### config.mk
export PLATFORM = sky130hd
export DESIGN_NAME = uart_irq_prio
export DESIGN_NICKNAME = d
export VERILOG_FILES = /design/src/rtl/uart_irq_pkg.sv /design/src/rtl/irq_edge_det.sv /design/src/rtl/irq_pend_bank.sv /design/src/rtl/irq_prio_enc.sv /design/src/rtl/uart_irq_prio.sv
export SDC_FILE = /design/constraint.sdc
export NUM_CORES = 1
export LEC_CHECK = 0
export BUFFER_PORTS_ARGS = -buffer_cell sky130_fd_sc_hd__buf_2
export CAP_MARGIN = 15
export CORE_MARGIN = 8
export CORE_UTILIZATION = 41
export CTS_BUF_LIST = sky130_fd_sc_hd__clkbuf_8 sky130_fd_sc_hd__clkbuf_16
export CTS_CLUSTER_DIAMETER = 100
export DETAILED_ROUTE_END_ITERATION = 10
export PLACE_DENSITY_LB_ADDON = 0.15
export SKIP_CTS_REPAIR_TIMING = 1
export SLEW_MARGIN = 0
export SYNTH_ARGS = -nofsm -noshare
export SYNTH_HDL_FRONTEND = slang
export SYNTH_HIERARCHICAL = 1
export SYNTH_SLANG_ARGS = --single-unit
### constraint.sdc
create_clock -name clk -period 1.1 [get_ports clk]
set_input_delay 0.165 -clock clk [delete_from_list [all_inputs] [get_ports clk]]
set_output_delay 0.165 -clock clk [all_outputs]
set_load 0.02 [all_outputs]
### src/rtl/uart_irq_pkg.sv
package uart_irq_pkg;
  localparam int NSRC  = 6;
  localparam int S_LINE = 0;
  localparam int S_RXD  = 1;
  localparam int S_TMO  = 2;
  localparam int S_TXR  = 3;
  localparam int S_MDM  = 4;
  localparam int S_ABL  = 5;

  localparam int NEN    = 5;
  localparam int EN_RX  = 0;
  localparam int EN_TX  = 1;
  localparam int EN_LN  = 2;
  localparam int EN_MD  = 3;
  localparam int EN_AB  = 4;

  localparam logic [3:0] ID_NONE = 4'b0001;
  localparam logic [3:0] ID_LINE = 4'b0110;
  localparam logic [3:0] ID_RXD  = 4'b0100;
  localparam logic [3:0] ID_TMO  = 4'b1100;
  localparam logic [3:0] ID_TXR  = 4'b0010;
  localparam logic [3:0] ID_MDM  = 4'b0000;
endpackage

### src/rtl/irq_edge_det.sv
module irq_edge_det #(
  parameter int W         = 1,
  parameter bit RISE_ONLY = 1'b0
) (
  input  logic         clk,
  input  logic         rst,
  input  logic [W-1:0] d,
  output logic         hit
);
  logic [W-1:0] prev;
  logic         primed;

  always_ff @(posedge clk) begin
    if (rst) begin
      prev   <= '0;
      primed <= 1'b0;
    end else begin
      prev   <= d;
      primed <= 1'b1;
    end
  end

  generate
    if (RISE_ONLY) begin : g_rise
      assign hit = primed & (|(d & ~prev));
    end else begin : g_any
      assign hit = primed & (|(d ^ prev));
    end
  endgenerate
endmodule

### src/rtl/irq_pend_bank.sv
module irq_pend_bank #(
  parameter int N = 6
) (
  input  logic         clk,
  input  logic         rst,
  input  logic [N-1:0] set,
  input  logic [N-1:0] clr,
  output logic [N-1:0] pend
);
  // a set in the same cycle as a clear wins, so no event is lost
  always_ff @(posedge clk) begin
    if (rst) pend <= '0;
    else     pend <= set | (pend & ~clr);
  end
endmodule

### src/rtl/irq_prio_enc.sv
module irq_prio_enc
  import uart_irq_pkg::*;
(
  input  logic [NSRC-1:0] vis,
  output logic [3:0]      code
);
  always_comb begin
    if      (vis[S_LINE]) code = ID_LINE;
    else if (vis[S_RXD])  code = ID_RXD;
    else if (vis[S_TMO])  code = ID_TMO;
    else if (vis[S_TXR])  code = ID_TXR;
    else if (vis[S_MDM])  code = ID_MDM;
    else                  code = ID_NONE;
  end
endmodule

### src/rtl/uart_irq_prio.sv
module uart_irq_prio
  import uart_irq_pkg::*;
#(
  parameter int TX_DEPTH = 16,
  parameter int MDM_W    = 4,
  parameter int CW       = $clog2(TX_DEPTH + 1)
) (
  input  logic             clk,
  input  logic             rst,
  input  logic             fifo_en,
  input  logic [NEN-1:0]   ien,
  input  logic             ev_line_err,
  input  logic             ev_rx_data,
  input  logic             rx_below_trig,
  input  logic             ev_timeout,
  input  logic             thr_empty,
  input  logic [CW-1:0]    tx_count,
  input  logic [MDM_W-1:0] modem_in,
  input  logic             ev_ab_lock,
  input  logic             rd_lsr,
  input  logic             rd_rbr,
  input  logic             rd_iir,
  input  logic             rd_msr,
  input  logic             wr_thr,
  input  logic             fcr_rx_rst,
  output logic [4:0]       iir,
  output logic             irq
);
  localparam int HALF = TX_DEPTH / 2;

  logic            tx_cond, tx_rise, mdm_chg;
  logic [NSRC-1:0] set, clr, pend, en_map, vis;
  logic [3:0]      code;
  logic [4:0]      iir_q;
  logic            irq_q;

  assign tx_cond = fifo_en ? (tx_count <= CW'(HALF)) : thr_empty;

  irq_edge_det #(.W(1), .RISE_ONLY(1'b1)) i_tx_edge (
    .clk(clk), .rst(rst), .d(tx_cond), .hit(tx_rise));

  irq_edge_det #(.W(MDM_W), .RISE_ONLY(1'b0)) i_mdm_edge (
    .clk(clk), .rst(rst), .d(modem_in), .hit(mdm_chg));

  // clear conditions use the code latched on the output for this read
  always_comb begin
    set = '0;
    clr = '0;
    set[S_LINE] = ev_line_err;
    clr[S_LINE] = rd_lsr;
    set[S_RXD]  = ev_rx_data;
    clr[S_RXD]  = fifo_en ? (rx_below_trig | fcr_rx_rst) : rd_rbr;
    set[S_TMO]  = ev_timeout & fifo_en;
    clr[S_TMO]  = rd_rbr | fcr_rx_rst | ~fifo_en;
    set[S_TXR]  = tx_rise;
    clr[S_TXR]  = wr_thr | (rd_iir & (iir_q[3:0] == ID_TXR));
    set[S_MDM]  = mdm_chg;
    clr[S_MDM]  = rd_msr;
    set[S_ABL]  = ev_ab_lock;
    clr[S_ABL]  = rd_iir & iir_q[4];
  end

  irq_pend_bank #(.N(NSRC)) i_bank (
    .clk(clk), .rst(rst), .set(set), .clr(clr), .pend(pend));

  always_comb begin
    en_map         = '0;
    en_map[S_LINE] = ien[EN_LN];
    en_map[S_RXD]  = ien[EN_RX];
    en_map[S_TMO]  = ien[EN_RX];
    en_map[S_TXR]  = ien[EN_TX];
    en_map[S_MDM]  = ien[EN_MD];
    en_map[S_ABL]  = ien[EN_AB];
  end

  assign vis = pend & en_map;

  irq_prio_enc i_enc (.vis(vis), .code(code));

  always_ff @(posedge clk) begin
    if (rst) begin
      iir_q <= {1'b0, ID_NONE};
      irq_q <= 1'b0;
    end else begin
      iir_q <= {vis[S_ABL], code};
      irq_q <= |vis;
    end
  end

  assign iir = iir_q;
  assign irq = irq_q;
endmodule

# Word-level counts from Yosys, hierarchy flattened
# Index checks and enable logic that the tools add are counted.
[word_totals]
in_bits = 29
ff_bits = 18
output_inout_bits = 6
word_cells = 37
[op_classes]
n_eq_ne = 1
muxes = 8
order_cmp = 1
bitwise_logic = 17
reduce_logical = 3
[op_table]
columns = ["operator", "count"]
rows = [
  ["$and 6x6->6", 2],
  ["$mux 4", 2],
  ["$and 1x1->1", 6],
  ["$mux 3", 2],
  ["$not 6->6", 1],
  ["$or 6x6->6", 1],
  ["$reduce_or 6->1", 1],
  ["$le 5x4->1 const B", 1],
  ["$eq 4x2->1 const B", 1],
  ["$mux 1", 4],
  ["$or 1x1->1", 4],
  ["$reduce_or 4->1", 1],
  ["$xor 4x4->4", 1],
  ["$reduce_or 3->1", 1],
  ["$not 1->1", 2],
]

# Longest topological paths before layout
[logic_depth]
depth_word = 6
ltp_mapped = 5
depth_no_buf = 5

# Hierarchy
# Netlist, hierarchy kept.
[by_module_without_submodules]
columns = ["mod", "instances", "area_per_inst_um2", "cells_each", "seq_area_each_um2"]
rows = [
  ["uart_irq_prio", 1, 299.0, 35, 120.1],
  ["irq_pend_bank", 1, 255.2, 24, 120.1],
  ["irq_edge_det (i_mdm_edge)", 1, 175.2, 15, 100.1],
  ["irq_edge_det (i_tx_edge)", 1, 58.8, 5, 40.0],
  ["irq_prio_enc", 1, 41.3, 5, 0.0],
]

# Worst setup path after synthesis
# OpenSTA, ideal clock, no wires.
[synth_timing]
path_type = "reg2reg"
from = "register i_bank.pend[2]"
to = "register iir_q[0] (netlist: iir[0])"
required_ps = 1044
arrival_time_ps = 1044
setup_time_ps = 56
path_stages_with_launch = 5
n_path_buf = 0
period_less_slack_ps = 1099
setup_slack_ps = 1
cell_sequence = "dfxtp_1 and2_1 or3_4 nor3_2 or2_2"
[synth_between]
elab_chain_len = 4
[synth_lines]
columns = ["item", "line_no", "text"]
rows = [
  ["start: declaration", "irq_pend_bank.sv:8", "output logic [N-1:0] pend"],
  ["start signal: assignment", "irq_pend_bank.sv:13", "else pend <= set | (pend & ~clr);"],
  ["$and 6x6->6", "uart_irq_prio.sv:76", "assign vis = pend & en_map;"],
  ["via vis[2]", "uart_irq_prio.sv:32", "logic [NSRC-1:0] set, clr, pend, en_map, vis;"],
  ["$mux 4", "irq_prio_enc.sv:10", "else if (vis[S_TMO]) code = ID_TMO;"],
  ["$mux 3", "irq_prio_enc.sv:9", "else if (vis[S_RXD]) code = ID_RXD;"],
  ["$mux 3", "irq_prio_enc.sv:8", "if (vis[S_LINE]) code = ID_LINE;"],
  ["via code[0]", "uart_irq_prio.sv:33", "logic [3:0] code;"],
  ["end signal: assignment", "uart_irq_prio.sv:82", "iir_q <= {1'b0, ID_NONE};"],
  ["end signal: assignment", "uart_irq_prio.sv:85", "iir_q <= {vis[S_ABL], code};"],
  ["end: declaration", "uart_irq_prio.sv:34", "logic [4:0] iir_q;"],
]
# The timed path passes the listed nets, and every way through them passes these cells.
# A chain may end at the register's enable or synchronous reset.

# Final worst setup path
[layout_timing]
from = "register i_mdm_edge.prev[3]"
to = "register i_bank.pend[4]"
[layout_between]
elab_chain_len = 4
[layout_lines]
columns = ["item", "line_no", "text"]
rows = [
  ["start: declaration", "irq_edge_det.sv:10", "logic [W-1:0] prev;"],
  ["start signal: assignment", "irq_edge_det.sv:15", "prev <= '0;"],
  ["start signal: assignment", "irq_edge_det.sv:18", "prev <= d;"],
  ["$xor 4x4->4", "irq_edge_det.sv:27", "assign hit = primed & (|(d ^ prev));"],
  ["$reduce_or 4->1", "irq_edge_det.sv:27", ""],
  ["$and 1x1->1", "irq_edge_det.sv:27", ""],
  ["via mdm_chg", "uart_irq_prio.sv:31", "logic tx_cond, tx_rise, mdm_chg;"],
  ["$or 6x6->6", "irq_pend_bank.sv:13", ""],
]
# The timed path passes the listed nets, and every way through them passes these cells.

==> run_results.csv <==
group,metric,value,unit
outcome,outcome,"complete, but fails checks",
outcome,violations,"negative setup slack",
route,ant_nets,0,
power_and_ir_drop,swShare,0.228,
final_layout,n_antenna_cell,0,
worst_setup_path,start_kind,"flip-flop",
floorplanning,die_width,60.9,µm
clock_tree,cts_max_path_buffers,2,
power_and_ir_drop,power_density,1280,mW/mm²
yosys,avgSynthCellArea,9.95,µm²
global_routing,grt_pass1_vias,707,
power_and_ir_drop,ir_drop,0.000746,V
final_layout,syn2layout_area_growth,35.0,%
floorplanning,initial_utilization,0.430,
global_routing,grt_overflow,0,
global_routing,grt_pass1_wl,2.81,mm
worst_hold_path,hold_start,"ev_rx_data",
yosys,synthCells,83,
sta,holdWs,0.145,ns
clock_tree,cts_tree,"done",
clock_tree,htree_levels,1,
final_layout,drive_gt1_frac,0.464,
clock_tree,clkSinkCount,19,
sta,hold_viol,0,
route,remaining_drc_errors,0,
floorplanning,die_h,60.9,µm
worst_setup_path,cp_cell_sequence,"xor2_1, o41a_1, inv_1, a21oi_1",
power_and_ir_drop,comb_power_share,0.157,
floorplanning,rows,16,
worst_setup_path,crit_buf_inv,1,
yosys,yosysWarnings,6,
sta,fin_crit,1.12,ns
sta,slew_violations,0,
global_routing,grt_start_max_net_pins,20,
worst_setup_path,reg2reg_depth,4,
worst_hold_path,min_path_cells,3,
clock_tree,cts_buffers,3,
sta,timing.slew.headroom,0.775,
worst_setup_path,crit_fanout,1,
floorplanning,core_area,0.00192,mm²
clock_tree,clk_latency,0.25,ns
route,first_pass_iters,2,
floorplanning,io_pins,35,
yosys,syn_nets,112,
place,dpl.hpwl,1.38,mm
worst_setup_path,required,1.23,ns
power_and_ir_drop,p_int,1.10,mW
sta,fin_ws,-0.0214,ns
worst_setup_path,critical_path_class,"flip-flop to flip-flop",
route,vias_per_cell,4.53,
final_layout,nets,155,
sta,rsz0062_at_grt,"true",
final_layout,fillers,188,
worst_setup_path,cp-end-kind,"flip-flop",
place,gp_congestion,0.683,
worst_hold_path,hold_path_class,"primary input to flip-flop",
route,post_drt_wl_per_cell,11.1,µm
worst_setup_path,arrival,1.25,ns
worst_setup_path,worst_path_max_delay_cell,"o41a_1",
place,preCtsSetupSlack,-0.00308,ns
route,routed_wl,1.69,mm
power_and_ir_drop,p_leak,0.566,nW
power_and_ir_drop,p_sw,0.326,mW
global_routing,grt_use_total,0.103,
route,vias,689,
sta,fin_worst_skew,0.000758,ns
sta,fmax,892,MHz
worst_hold_path,hold_end,"i_bank/pend[1]",
power_and_ir_drop,seqPwrFrac,0.526,
worst_setup_path,worstReg2RegEnd,"i_bank/pend[4]",
worst_setup_path,critPathMaxStageDelay,0.42,ns
floorplanning,die_area,0.00371,mm²
global_routing,antenna_found_initial,0,
power_and_ir_drop,p_clk_frac,0.317,
yosys,syn_area,826,µm²
worst_setup_path,cpLargestDelayFamily,"compound AO/OA/AOI/OAI gates",
clock_tree,path_clk_slew,0.06,ns
place,portBuffers,34,
route,drt_iter0_drc,10,
run,maxCapViolCount,0,
sta,setup_violations,2,
sta,post-route-period-util,1.02,
worst_setup_path,r2r-start,"i_mdm_edge/prev[3]",
sta,tightest_slew,0.338,ns
clock_tree,cts_root_buf,"clkbuf_8",
worst_setup_path,reg2reg_slack,-0.02,ns
per-stage QoR:
step                      instance area, µm²  power, mW   util  setup TNS, ns  instances
after floorplan                          826      0.882      -              0         83
after global placement                  1060      0.980  0.551              0        148
after detailed placement                1060      0.988  0.551       -0.00308        148
after CTS                               1100       1.45  0.575        -0.0200        152
after global routing                    1110       1.52  0.580         -0.153        152
final                                   1110       1.43  0.580        -0.0272        152
metal layers:
| metal | up-vias | wire length, µm | global-route usage | part of all wire |
|---|---|---|---|---|
| li1 | 356 | - | - | - |
| met1 | 306 | 685 | 0.105 | 0.41 |
| met2 | 25 | 843 | 0.170 | 0.50 |
| met3 | 2 | 135 | 0.0318 | 0.080 |
| met4 | 0 | 27 | 0.0797 | 0.016 |
| met5 | - | 0 | 0 | 0 |
placed cells by master, fill, tap and decap left out, drive strengths merged:
master / count
a41oi: 1
o22ai: 1
o31a: 1
nor3b: 1
xor2: 4
nand2: 3
and3b: 1
inv: 11
nor3: 1
buf: 38
a21oi: 7
nor4b: 1
nor2b: 8
o41a: 1
a22oi: 2
dfxtp: 19
a21o: 2
clkbuf: 3
nor2: 5
nand2b: 7
or3: 1
and2: 6
or2: 1
power by group through the flow:
stage / clock network (mW) / registers, mW / logic [mW]
finish: 0.453 / 0.750 / 0.225
global route: 0.514 / 0.756 / 0.248
CTS: 0.474 / 0.750 / 0.224
detailed placement: 0 / 0.766 / 0.222
global placement: 0 / 0.764 / 0.216
floorplan: 0 / 0.783 / 0.0990
sequential cells by signal, indices dropped and copies added (netlist names):
name,count
irq,1
i_tx_edge/prev,1
i_mdm_edge/prev,4
i_bank/pend,6
i_tx_edge/primed,1
i_mdm_edge/primed,1
iir,5
how the worst max path moves through the flow:
stage	startpoint	end	cells past startpoint
2_1_floorplan	i_bank/pend[2]	iir[0]	4
3_3_place_gp	i_bank/pend[2]	iir[0]	4
3_5_place_dp	i_mdm_edge/prev[3]	i_bank/pend[4]	4
4_1_cts	i_mdm_edge/prev[3]	i_bank/pend[4]	4
5_1_grt	i_mdm_edge/prev[3]	i_bank/pend[4]	4
6_report	i_mdm_edge/prev[3]	i_bank/pend[4]	4
worst reg2reg max path: stages (launching register included):
cell and delay (ns):
dfxtp_2 0.32, xor2_1 0.15, o41a_1 0.42, inv_1 0.06, a21oi_1 0.05
final cells by class:
class / instances / area [µm²] / area share
multi-input cells: 54 / 415 / 0.373
flip-flops and latches: 19 / 383 / 0.343
repair buffers: 38 / 200 / 0.180
clock buffers: 3 / 41.3 / 0.0370
inverters: 10 / 37.5 / 0.0337
well taps: 27 / 33.8 / 0.0303
clock inverters: 1 / 3.75 / 0.00337
Power figures use the tool's default switching activity.
